**config.mk**
```make
export PLATFORM = sky130hd
export DESIGN_NAME = uart_rx_engine
export DESIGN_NICKNAME = d
export VERILOG_FILES = /design/src/rtl/rx_serial_pkg.sv /design/src/rtl/rx_bit_ctrl.sv /design/src/rtl/rx_store_path.sv /design/src/rtl/uart_rx_engine.sv
export SDC_FILE = /design/constraint.sdc
export NUM_CORES = 1
export LEC_CHECK = 0
export BUFFER_PORTS_ARGS = -buffer_cell sky130_fd_sc_hd__buf_2
export CORE_UTILIZATION = 50
export CTS_CLUSTER_DIAMETER = 200
export DETAILED_ROUTE_END_ITERATION = 7
export PLACE_DENSITY = 0.68
export SYNTH_ARGS = -nofsm -noshare
export SYNTH_HDL_FRONTEND = slang
export SYNTH_SLANG_ARGS = --single-unit
```
**constraint.sdc**
```tcl
create_clock -name clk -period 2.5 [get_ports clk]
set_clock_uncertainty 0.05 [all_clocks]
set_input_delay 0.125 -clock clk [delete_from_list [all_inputs] [get_ports clk]]
set_output_delay 0.125 -clock clk [all_outputs]
set_load 0.05 [all_outputs]
```
**src/rtl/rx_serial_pkg.sv**
```systemverilog
package rx_serial_pkg;

  typedef enum logic [2:0] {
    ST_IDLE,
    ST_START,
    ST_DATA,
    ST_PARITY,
    ST_STOP,
    ST_HOLD
  } rxState_e;

  // Strobes from bit-timing control into the byte datapath.
  typedef struct packed {
    logic       startFrame;
    logic       sampleData;
    logic [2:0] bitIdx;
    logic       sampleParity;
    logic       sampleStop;
    logic       bitVal;
  } rxStrobe_t;

  localparam logic [1:0] PAR_ODD   = 2'd0;
  localparam logic [1:0] PAR_EVEN  = 2'd1;
  localparam logic [1:0] PAR_SPACE = 2'd2;
  localparam logic [1:0] PAR_MARK  = 2'd3;

endpackage

```
**src/rtl/rx_bit_ctrl.sv**
```systemverilog
module rx_bit_ctrl
  import rx_serial_pkg::*;
#(
  parameter int OVERSAMPLE = 8
) (
  input  logic      clk,
  input  logic      rstN,
  input  logic      tick,
  input  logic      rxLine,
  input  logic      cfgWide,
  input  logic      cfgParEn,
  output rxStrobe_t strobe
);

  localparam int PH_W = $clog2(OVERSAMPLE);
  localparam logic [PH_W-1:0] PH_LAST = PH_W'(OVERSAMPLE - 1);
  localparam logic [PH_W-1:0] PH_MID  = PH_W'(OVERSAMPLE / 2 - 1);

  rxState_e        state;
  logic [PH_W-1:0] phaseCnt;
  logic [2:0]      bitCnt;
  logic [2:0]      lastBit;
  logic            midTick;
  logic            startCheck;

  assign lastBit    = cfgWide ? 3'd7 : 3'd6;
  assign midTick    = tick && (phaseCnt == PH_LAST);
  assign startCheck = (state == ST_START) && tick && (phaseCnt == PH_MID);

  always_comb begin
    strobe = '0;
    strobe.bitIdx = bitCnt;
    strobe.bitVal = rxLine;
    case (state)
      ST_START:  strobe.startFrame   = startCheck && !rxLine;
      ST_DATA:   strobe.sampleData   = midTick;
      ST_PARITY: strobe.sampleParity = midTick;
      ST_STOP:   strobe.sampleStop   = midTick;
      default: ;
    endcase
  end

  always_ff @(posedge clk or negedge rstN) begin
    if (!rstN) begin
      state    <= ST_IDLE;
      phaseCnt <= '0;
      bitCnt   <= '0;
    end else if (tick) begin
      case (state)
        ST_IDLE: begin
          phaseCnt <= '0;
          if (!rxLine) state <= ST_START;
        end
        ST_START: begin
          if (phaseCnt == PH_MID) begin
            phaseCnt <= '0;
            bitCnt   <= '0;
            state    <= rxLine ? ST_IDLE : ST_DATA;
          end else begin
            phaseCnt <= phaseCnt + 1'b1;
          end
        end
        ST_DATA: begin
          phaseCnt <= (phaseCnt == PH_LAST) ? '0 : phaseCnt + 1'b1;
          if (phaseCnt == PH_LAST) begin
            if (bitCnt == lastBit) state <= cfgParEn ? ST_PARITY : ST_STOP;
            else bitCnt <= bitCnt + 1'b1;
          end
        end
        ST_PARITY: begin
          phaseCnt <= (phaseCnt == PH_LAST) ? '0 : phaseCnt + 1'b1;
          if (phaseCnt == PH_LAST) state <= ST_STOP;
        end
        ST_STOP: begin
          phaseCnt <= (phaseCnt == PH_LAST) ? '0 : phaseCnt + 1'b1;
          if (phaseCnt == PH_LAST) state <= rxLine ? ST_IDLE : ST_HOLD;
        end
        ST_HOLD: begin
          phaseCnt <= '0;
          if (rxLine) state <= ST_IDLE;
        end
        default: state <= ST_IDLE;
      endcase
    end
  end

  // a start high at its midpoint returns to idle
  p_start_reject_r6: assert property (@(posedge clk) disable iff (!rstN)
    (startCheck && rxLine) |=> (state == ST_IDLE));

  // at most one sampling strobe per cycle
  p_strobe_exclusive_r2: assert property (@(posedge clk) disable iff (!rstN)
    $onehot0({strobe.startFrame, strobe.sampleData, strobe.sampleParity, strobe.sampleStop}));

  // after a low stop bit, no start is taken before the line is high
  p_hold_after_bad_stop_r5: assert property (@(posedge clk) disable iff (!rstN)
    (state == ST_HOLD && !rxLine) |=> (state == ST_HOLD));

endmodule

```
**src/rtl/rx_store_path.sv**
```systemverilog
module rx_store_path
  import rx_serial_pkg::*;
#(
  parameter int DEPTH   = 64,
  parameter int LEVEL_W = $clog2(DEPTH + 1)
) (
  input  logic               clk,
  input  logic               rstN,
  input  logic               tick,
  input  logic               rxLine,
  input  rxStrobe_t          strobe,
  input  logic               cfgWide,
  input  logic               cfgParEn,
  input  logic [1:0]         cfgParMode,
  input  logic               cfgFlowEn,
  input  logic [4:0]         cfgTrigLevel,
  input  logic [4:0]         cfgFlowLevel,
  input  logic [3:0]         cfgBreakLen,
  input  logic               popReq,
  input  logic               fifoFlush,
  input  logic               errClear,
  output logic [7:0]         popData,
  output logic [LEVEL_W-1:0] fifoLevel,
  output logic               evDataAvail,
  output logic               evTimeout,
  output logic               errParity,
  output logic               errFraming,
  output logic               errOverflow,
  output logic               breakSeen,
  output logic               rtsOut
);

  localparam int PTR_W = $clog2(DEPTH);

  logic [7:0]       mem [DEPTH];
  logic [PTR_W-1:0] wrPtr, rdPtr;
  logic [7:0]       dataReg;
  logic             expParity;
  logic             full, popOk, doPush;
  logic [4:0]       frameBits;
  logic [7:0]       breakThresh;
  logic [9:0]       timeThresh;
  logic [9:0]       idleCnt;
  logic [7:0]       lowCnt;
  logic [4:0]       trigEff;

  assign frameBits   = 5'd9 + {4'd0, cfgWide} + {4'd0, cfgParEn};
  assign breakThresh = {frameBits + {1'b0, cfgBreakLen}, 3'b000};
  assign timeThresh  = {frameBits, 5'b00000};
  assign full        = (int'(fifoLevel) == DEPTH);
  assign popOk       = popReq && (fifoLevel != '0);
  assign doPush      = strobe.sampleStop && (!full || popOk);
  assign popData     = mem[rdPtr];
  assign trigEff     = (cfgTrigLevel == 5'd0) ? 5'd1 : cfgTrigLevel;
  assign evDataAvail = int'(fifoLevel) >= int'(trigEff);
  assign rtsOut      = !(cfgFlowEn && (int'(fifoLevel) >= int'(cfgFlowLevel)));
  assign evTimeout   = (fifoLevel != '0) && (idleCnt >= timeThresh);

  always_comb begin
    case (cfgParMode)
      PAR_ODD:   expParity = ~^dataReg;
      PAR_EVEN:  expParity = ^dataReg;
      PAR_SPACE: expParity = 1'b0;
      default:   expParity = 1'b1;
    endcase
  end

  // character assembly
  always_ff @(posedge clk or negedge rstN) begin
    if (!rstN) dataReg <= '0;
    else if (strobe.startFrame) dataReg <= '0;
    else if (strobe.sampleData) dataReg[strobe.bitIdx] <= strobe.bitVal;
  end

  always_ff @(posedge clk) begin
    if (doPush && !fifoFlush) mem[wrPtr] <= dataReg;
  end

  // queue pointers and count
  always_ff @(posedge clk or negedge rstN) begin
    if (!rstN) begin
      wrPtr     <= '0;
      rdPtr     <= '0;
      fifoLevel <= '0;
    end else if (fifoFlush) begin
      wrPtr     <= '0;
      rdPtr     <= '0;
      fifoLevel <= '0;
    end else begin
      if (doPush) wrPtr <= wrPtr + 1'b1;
      if (popOk)  rdPtr <= rdPtr + 1'b1;
      case ({doPush, popOk})
        2'b10:   fifoLevel <= fifoLevel + 1'b1;
        2'b01:   fifoLevel <= fifoLevel - 1'b1;
        default: ;
      endcase
    end
  end

  // sticky flags
  always_ff @(posedge clk or negedge rstN) begin
    if (!rstN) begin
      errParity   <= 1'b0;
      errFraming  <= 1'b0;
      errOverflow <= 1'b0;
      breakSeen   <= 1'b0;
    end else begin
      if (errClear) begin
        errParity   <= 1'b0;
        errFraming  <= 1'b0;
        errOverflow <= 1'b0;
        breakSeen   <= 1'b0;
      end
      if (strobe.sampleParity && (strobe.bitVal != expParity)) errParity <= 1'b1;
      if (strobe.sampleStop && !strobe.bitVal) errFraming <= 1'b1;
      if (strobe.sampleStop && full && !popOk && !fifoFlush) errOverflow <= 1'b1;
      if (lowCnt >= breakThresh) breakSeen <= 1'b1;
    end
  end

  // quiet-line timer and low-line timer
  always_ff @(posedge clk or negedge rstN) begin
    if (!rstN) begin
      idleCnt <= '0;
      lowCnt  <= '0;
    end else begin
      if (fifoFlush || popOk || strobe.startFrame) idleCnt <= '0;
      else if (tick && (idleCnt < timeThresh)) idleCnt <= idleCnt + 1'b1;
      if (tick) begin
        if (rxLine) lowCnt <= '0;
        else if (lowCnt != 8'hFF) lowCnt <= lowCnt + 1'b1;
      end
    end
  end

  p_level_bound_r7: assert property (@(posedge clk) disable iff (!rstN)
    int'(fifoLevel) <= DEPTH);

  p_overflow_flag_r7: assert property (@(posedge clk) disable iff (!rstN)
    (strobe.sampleStop && full && !popReq && !fifoFlush) |=> (errOverflow && int'(fifoLevel) == DEPTH));

  p_pop_clears_timeout_r10: assert property (@(posedge clk) disable iff (!rstN)
    (popReq && fifoLevel != '0) |=> !evTimeout);

  p_flush_empties_r11: assert property (@(posedge clk) disable iff (!rstN)
    fifoFlush |=> (fifoLevel == '0));

  p_first_push_r5: assert property (@(posedge clk) disable iff (!rstN)
    (strobe.sampleStop && fifoLevel == '0 && !fifoFlush) |=> (fifoLevel == LEVEL_W'(1)));

endmodule

```
**src/rtl/uart_rx_engine.sv**
```systemverilog
module uart_rx_engine
  import rx_serial_pkg::*;
#(
  parameter int DEPTH = 64
) (
  input  logic       clk,
  input  logic       rstN,
  input  logic       tick,
  input  logic       rxLine,
  input  logic       cfgWide,
  input  logic       cfgParEn,
  input  logic [1:0] cfgParMode,
  input  logic       cfgFlowEn,
  input  logic [4:0] cfgTrigLevel,
  input  logic [4:0] cfgFlowLevel,
  input  logic [3:0] cfgBreakLen,
  input  logic       popReq,
  input  logic       fifoFlush,
  input  logic       errClear,
  output logic [7:0] popData,
  output logic [6:0] fifoLevel,
  output logic       evDataAvail,
  output logic       evTimeout,
  output logic       errParity,
  output logic       errFraming,
  output logic       errOverflow,
  output logic       breakSeen,
  output logic       rtsOut
);

  rxStrobe_t strobe;

  rx_bit_ctrl #(.OVERSAMPLE(8)) u_ctrl (
    .clk      (clk),
    .rstN     (rstN),
    .tick     (tick),
    .rxLine   (rxLine),
    .cfgWide  (cfgWide),
    .cfgParEn (cfgParEn),
    .strobe   (strobe)
  );

  rx_store_path #(.DEPTH(DEPTH), .LEVEL_W(7)) u_path (
    .clk          (clk),
    .rstN         (rstN),
    .tick         (tick),
    .rxLine       (rxLine),
    .strobe       (strobe),
    .cfgWide      (cfgWide),
    .cfgParEn     (cfgParEn),
    .cfgParMode   (cfgParMode),
    .cfgFlowEn    (cfgFlowEn),
    .cfgTrigLevel (cfgTrigLevel),
    .cfgFlowLevel (cfgFlowLevel),
    .cfgBreakLen  (cfgBreakLen),
    .popReq       (popReq),
    .fifoFlush    (fifoFlush),
    .errClear     (errClear),
    .popData      (popData),
    .fifoLevel    (fifoLevel),
    .evDataAvail  (evDataAvail),
    .evTimeout    (evTimeout),
    .errParity    (errParity),
    .errFraming   (errFraming),
    .errOverflow  (errOverflow),
    .breakSeen    (breakSeen),
    .rtsOut       (rtsOut)
  );

endmodule

```
# Word level (Yosys, flattened, before mapping)
# Memories as Yosys holds them, arrays and structs flattened.
# Index checks and enable logic that the tools add are counted.
[classes] addsub=11 mul=0 div_mod_pow=0 magnitude_cmp=7 eq_ne=23 shift=0 n_mux=47 bitwise=0 reduce_logical=48
[op_table] op="3-bit 2-to-1 mux" count=14
[op_table] op="8-bit 2-to-1 mux" count=4
[op_table] op="6-bit 2-to-1 mux" count=4
[op_table] op="10-bit 2-to-1 mux" count=2
[op_table] op="2-bit nonzero test" count=10
[op_table] op="3-bit case mux with 6 select lines" count=1
[op_table] op="1-bit logical AND" count=16
[op_table] op="7-bit by 5-bit greater-or-equal comparator with 1-bit output" count=2
[op_table] op="7-bit case mux with 2 select lines" count=1
[op_table] op="1-bit 2-to-1 mux" count=13
[op_table] op="6-bit by 1-bit adder with 6-bit output (second input constant)" count=2
[op_table] op="10-bit by 1-bit adder with 10-bit output (second input constant)" count=1
[op_table] op="10-bit greater-or-equal comparator" count=1
[op_table] op="10-bit less-than comparator" count=1
[op_table] op="3-bit by 2-bit == test with 1-bit output (second input constant)" count=3
[op_table] op="3-bit == test (second input constant)" count=3
[op_table] op="3-bit case mux with 3 select lines" count=1
[op_table] op="8-bit by 1-bit adder with 8-bit output (second input constant)" count=1
[op_table] op="8-bit bitwise mux" count=1
[op_table] op="8-bit greater-or-equal comparator" count=1
[op_table] op="2-bit by 1-bit != test with 1-bit output (second input constant)" count=4
[op_table] op="2-bit != test (second input constant)" count=4
[op_table] op="8-bit != test (second input constant)" count=1
[op_table] op="8-bit AND reduction" count=1
[op_table] op="33 further kinds" count=44
[word_totals] ff_bits=58 latch_bits=0 ram_bits=512 romBits=0 input_bits=26 word_cells=150 n_memories=1
[mem_list] name="u_path.mem" depth=64 word_bits=8 rd=1 rd_clocked_by_memory_dff=0 write_ports=1 line_no="rx_store_path.sv:35" text="logic [7:0] mem [DEPTH];"

# Longest topological paths before layout
[logic_depth] ltp_word=7 depth_mapped=12 ltp_nobuf=12

# Cells and area by module
# A second synthesis with hierarchy kept.
[hier_totals] hier_cells=1384 area_unflattened_um2=23820.3
[by_module_without_submodules] module="rx_store_path" instances=1 cells_each=1302 area_per_inst_um2=23103.4
[by_module_without_submodules] module="rx_bit_ctrl" instances=1 cells_each=82 area_per_inst_um2=716.9

# Worst setup path after synthesis
# Ideal clock, no wire load.
[synth_path] path_type="register to output" startpoint="reg u_path.fifoLevel[0]" endpoint="out rtsOut" arrival_time_ns=3.537 t_required_ns=2.325 path_slack_ns=-1.212 path_stages_with_launch=10 path_buffers=1 cell_sequence="dfrtp_1 clkbuf_1 inv_1 ha_1 nand2b_1 a21o_1 a21o_1 a21oi_1 nor2b_1 o41ai_1"
[synth_between] elab_chain_len=3
[synth_lines] element="start, declared" line_no="rx_store_path.sv:23" text="output logic [LEVEL_W-1:0] fifoLevel,"
[synth_lines] element="start signal, assigned" line_no="rx_store_path.sv:93" text="2'b10: fifoLevel <= fifoLevel + 1'b1;"
[synth_lines] element="start signal, assigned" line_no="rx_store_path.sv:94" text="2'b01: fifoLevel <= fifoLevel - 1'b1;"
[synth_lines] element="7-bit by 5-bit greater-or-equal comparator with 1-bit output" line_no="rx_store_path.sv:56" text="assign rtsOut = !(cfgFlowEn && (int'(fifoLevel) >= int'(cfgFlowLevel)));"
[synth_lines] element="1-bit logical AND" line_no="rx_store_path.sv:56"
[synth_lines] element="1-bit logical NOT" line_no="rx_store_path.sv:56"
[synth_lines] element="end, declared" line_no="uart_rx_engine.sv:28" text="output logic rtsOut"
# No other way between the ends.

# Worst setup path after layout
[layout_path] startpoint="reg u_path.rdPtr[0]" endpoint="out popData[5]"
[layout_between] elab_chain_len=1
[layout_lines] element="start, declared" line_no="rx_store_path.sv:36" text="logic [PTR_W-1:0] wrPtr, rdPtr;"
[layout_lines] element="start signal, assigned" line_no="rx_store_path.sv:91" text="if (popOk) rdPtr <= rdPtr + 1'b1;"
[layout_lines] element="memory 64 x 8 bit"
[layout_lines] element="end, declared" line_no="uart_rx_engine.sv:20" text="output logic [7:0] popData,"
# No other way between the ends.

==> flow_summary.json <==
{
  "status": "finished, violations left",
  "violations": "negative setup slack",
  "placed_cells_incl_taps": 2096,
  "p_per_area_nw_per_um2": 895,
  "rsz0062_at_grt": "yes",
  "setup_ws_ns": -0.751,
  "synth_area_leader_cell": "edfxtp_1",
  "grt_pass1_wl_um": 80300,
  "power.leakage_nw": 9.66,
  "finalInstanceArea_um2": 29200,
  "multi_input_area_um2": 6920,
  "criticalPathCategory": "reg2out",
  "grt_overflow_total": 0,
  "nets": 1650,
  "layout_worst_path_cycle_share": 1.30,
  "dpl.hpwl_um": 33000,
  "ys.flop_type": "edfxtp_1",
  "wl_um": 53300,
  "cts_tree": "built",
  "max_cap_viol_count": 0,
  "relSlewSlack": 0.333,
  "vias": 13100,
  "first_iter_violations": 1161,
  "synth-seq-area-share": 0.715,
  "final_cells": 2244,
  "syn_inst": 1348,
  "dieArea_um2": 47900,
  "htree_levels": 2,
  "initial_core_util": 0.506,
  "finalSetupViolCount": 9,
  "synth_top_area_frac": 0.653,
  "regArea_um2": 16800,
  "clock-sinks": 570,
  "p_sw_frac": 0.275,
  "max_freq_mhz": 308,
  "worstPathRequired_ns": 2.33,
  "synth_area_um2": 23500,
  "placeableCoreArea_um2": 46500,
  "dieWidth_um": 219,
  "grt_start_max_net_pins": 66,
  "wire_per_inst_um": 23.7,
  "port_buffers": 47,
  "grt_antenna_before_repair": 0,
  "cts-root-buf": "clkbuf_16",
  "p_clk_frac": 0.313,
  "synth.distinct_cells": 62,
  "preCtsSetupSlack_ns": -0.205,
  "end_kind": "primary output",
  "num_antenna_cells": 0,
  "hold_violations": 0,
  "ir_worst_vdd_mv": 0.745,
  "hold_path_class": "in2reg",
  "antenna_left": 0,
  "path_clk_slew_ns": 0.06,
  "vias_per_cell": 5.85,
  "rows": 79,
  "area_delta_synth_final_pct": 24.0,
  "p_int_w": 0.0189,
  "worstSkewPairLatency_ns": 0.62,
  "gp_congestion": 0.900,
  "ios": 48,
  "track_usage": 0.228,
  "clk_path_buf_depth": 3,
  "synth-async-reset-ratio": 0.102,
  "pwr-share-comb": 0.244,
  "pwr-share-seq": 0.443,
  "fp.dieH_um": 219,
  "startpoint_type": "flop",
  "switching_power_w": 0.00719,
  "synth.area.top_cells": "edfxtp_1 65%, mux4_2 12%, dfrtp_1 6.2%",
  "post-route-util": 0.628,
  "report.final.slew_viol_count": 0,
  "synth_edf_count": 512,
  "firstDrtPassIters": 5,
  "worstMarginPinSlew_ns": 0.997,
  "yosys_warnings": 0,
  "synth.avg_cell_area_um2": 17.5,
  "grt_pass1_vias": 13500,
  "arrival_ns": 3.08,
  "synth_fp_nets": 1408,
  "cts_made_buffers": 57,
  "fillers": 3256,
  "synth_seq_cells": 570,
  "finalCriticalPeriod_ns": 3.25,
  "cp_max_fo": 7,
  "drive_above_1_share": 0.357,
  "drc": 0,
  "place_area_um2": 26200
}
-- worst max-delay path, cell delays in order, from the launching register on --
cell and delay, ns:
dfrtp_4 0.51, buf_12 0.14, buf_12 0.13, buf_12 0.14, mux4_2 0.45, a221oi_2 0.26
buf_4 0.15, nor3_2 0.04, or4_4 0.47, buf_8 0.18
-- per-stage QoR --
stage / TNS, ns / hold WS, ns / total power [W]
finish: -5.68 / 0.194 / 0.0261
global route: -6.52 / 0.245 / 0.0272
CTS: -5.83 / 0.159 / 0.0261
detailed placement: -18.63 / 0.111 / 0.0171
global placement: -14.25 / 0.109 / 0.0170
floorplan: -9.91 / -0.221 / 0.0156
-- worst paths after layout --
check | start | to | slack, ns | depth (start not counted)
setup / recovery | u_path.rdPtr[0] | popData[5] | -0.75 | 9
hold / removal | cfgWide | u_ctrl.state[2] | 0.19 | 5
setup reg to reg | u_ctrl.phaseCnt[1] | u_path.mem[49][6] | 0.07 | 10
hold reg to reg | u_path.errFraming | u_path.errFraming | 0.44 | 1
max in group asynchronous | rstN | u_path.rdPtr[0] | 1.48 | 4
min in group asynchronous | rstN | u_path.lowCnt[7] | 0.58 | 4
-- placed cells by master (no fill, tap or decap), types with 7 or more instances in the layout --
cell type and count:
edfxtp_1 512, mux4_2 128, buf_4 121, nor2_1 85, clkbuf_16 58, buf_12 49
nand2_1 47, dfrtp_1 43, inv_1 42, buf_2 36, o22ai_1 34, nor2_4 31
ha_1 26, a21oi_1 25, nand3_1 24, buf_6 23, o21ai_0 21, xnor2_1 19
clkbuf_1 18, clkinv_2 15, xor2_1 13, dlygate4sd3_1 13, dfrtp_2 13, nor3_1 12
mux2i_1 11, nor2_2 11, o31ai_1 11, a31oi_1 10, nor2b_1 8, or4_4 8
nand4_1 8, or3_1 7, o22ai_2 7, a22oi_2 7, a21o_1 7, buf_16 7
-- layout make-up --
cell class,instances,area share
flip-flops and latches,570,0.578
well taps,607,0.0260
clock buffers,77,0.0525
multi-input cells,666,0.237
clock inverters,29,0.00866
inverters,43,0.00562
repair buffers,252,0.0924
-- cell usage after synthesis (all sizes together), types with 3 or more instances --
master	number
edfxtp	512
and2	3
xor2	13
o31ai	11
clkbuf	30
dfrtp	58
xnor2	19
a21o	8
nand3	26
nand4	8
a31oi	12
a21boi	3
nand2	52
or3b	4
mux2	6
inv	43
nor3b	4
o21ai	31
a22oi	12
or3	7
o22ai	43
or4	8
nand2b	8
nor3	16
a21oi	31
mux4	128
nand3b	6
mux2i	11
buf	39
ha	33
a221oi	3
nor2b	9
nor2	127
-- flip-flops by register name (all words and copies together) (netlist names) --
name	cells
u_ctrl.bitCnt	3
u_ctrl.phaseCnt	3
u_ctrl.state	3
u_path.breakSeen	1
u_path.dataReg	8
u_path.errFraming	1
u_path.errOverflow	1
u_path.errParity	1
u_path.fifoLevel	7
u_path.idleCnt	10
u_path.lowCnt	8
u_path.mem	512
u_path.rdPtr	6
u_path.wrPtr	6
-- routing by layer --
metal,vias up,GRT usage,wire length (um)
li1,5857,-,-
met1,6761,0.297,21800
met2,433,0.386,27000
met3,87,0.0335,2840
met4,0,0.0894,1650
met5,-,0,0
-- power groups by stage --
stage	Clock [W]	Combinational, W	Sequential, W
floorplan	0	0.00336	0.0122
finish	0.00818	0.00638	0.0116
global route	0.00868	0.00688	0.0116
global placement	0	0.00522	0.0118
CTS	0.00833	0.00624	0.0116
detailed placement	0	0.00535	0.0118
-- cell families (layout without fill, tap and decap cells) --
| kind of cell | after synthesis | count (layout) | share of synthesized area |
|---|---|---|---|
| AND/OR/NAND/NOR | 285 | 285 | 0.0568 |
| adder cells (fa/ha/maj) | 34 | 34 | 0.0184 |
| AO/OA/AOI/OAI | 170 | 170 | 0.0464 |
| flip-flops | 570 | 570 | 0.715 |
| multiplexers | 145 | 145 | 0.130 |
| buffers and inverters | 112 | 401 | 0.0213 |
| XOR/XNOR | 32 | 32 | 0.0119 |
-- repair_timing --
action,in CTS,in global routing
setup endpoints to repair,336,441
pin swaps,22,29
hold endpoints to repair,95,0
hold buffers,13,0
resized for setup,86,55
cloned,5,0
buffers inserted,14,10
No activity file was read; power rests on OpenSTA's default activity.
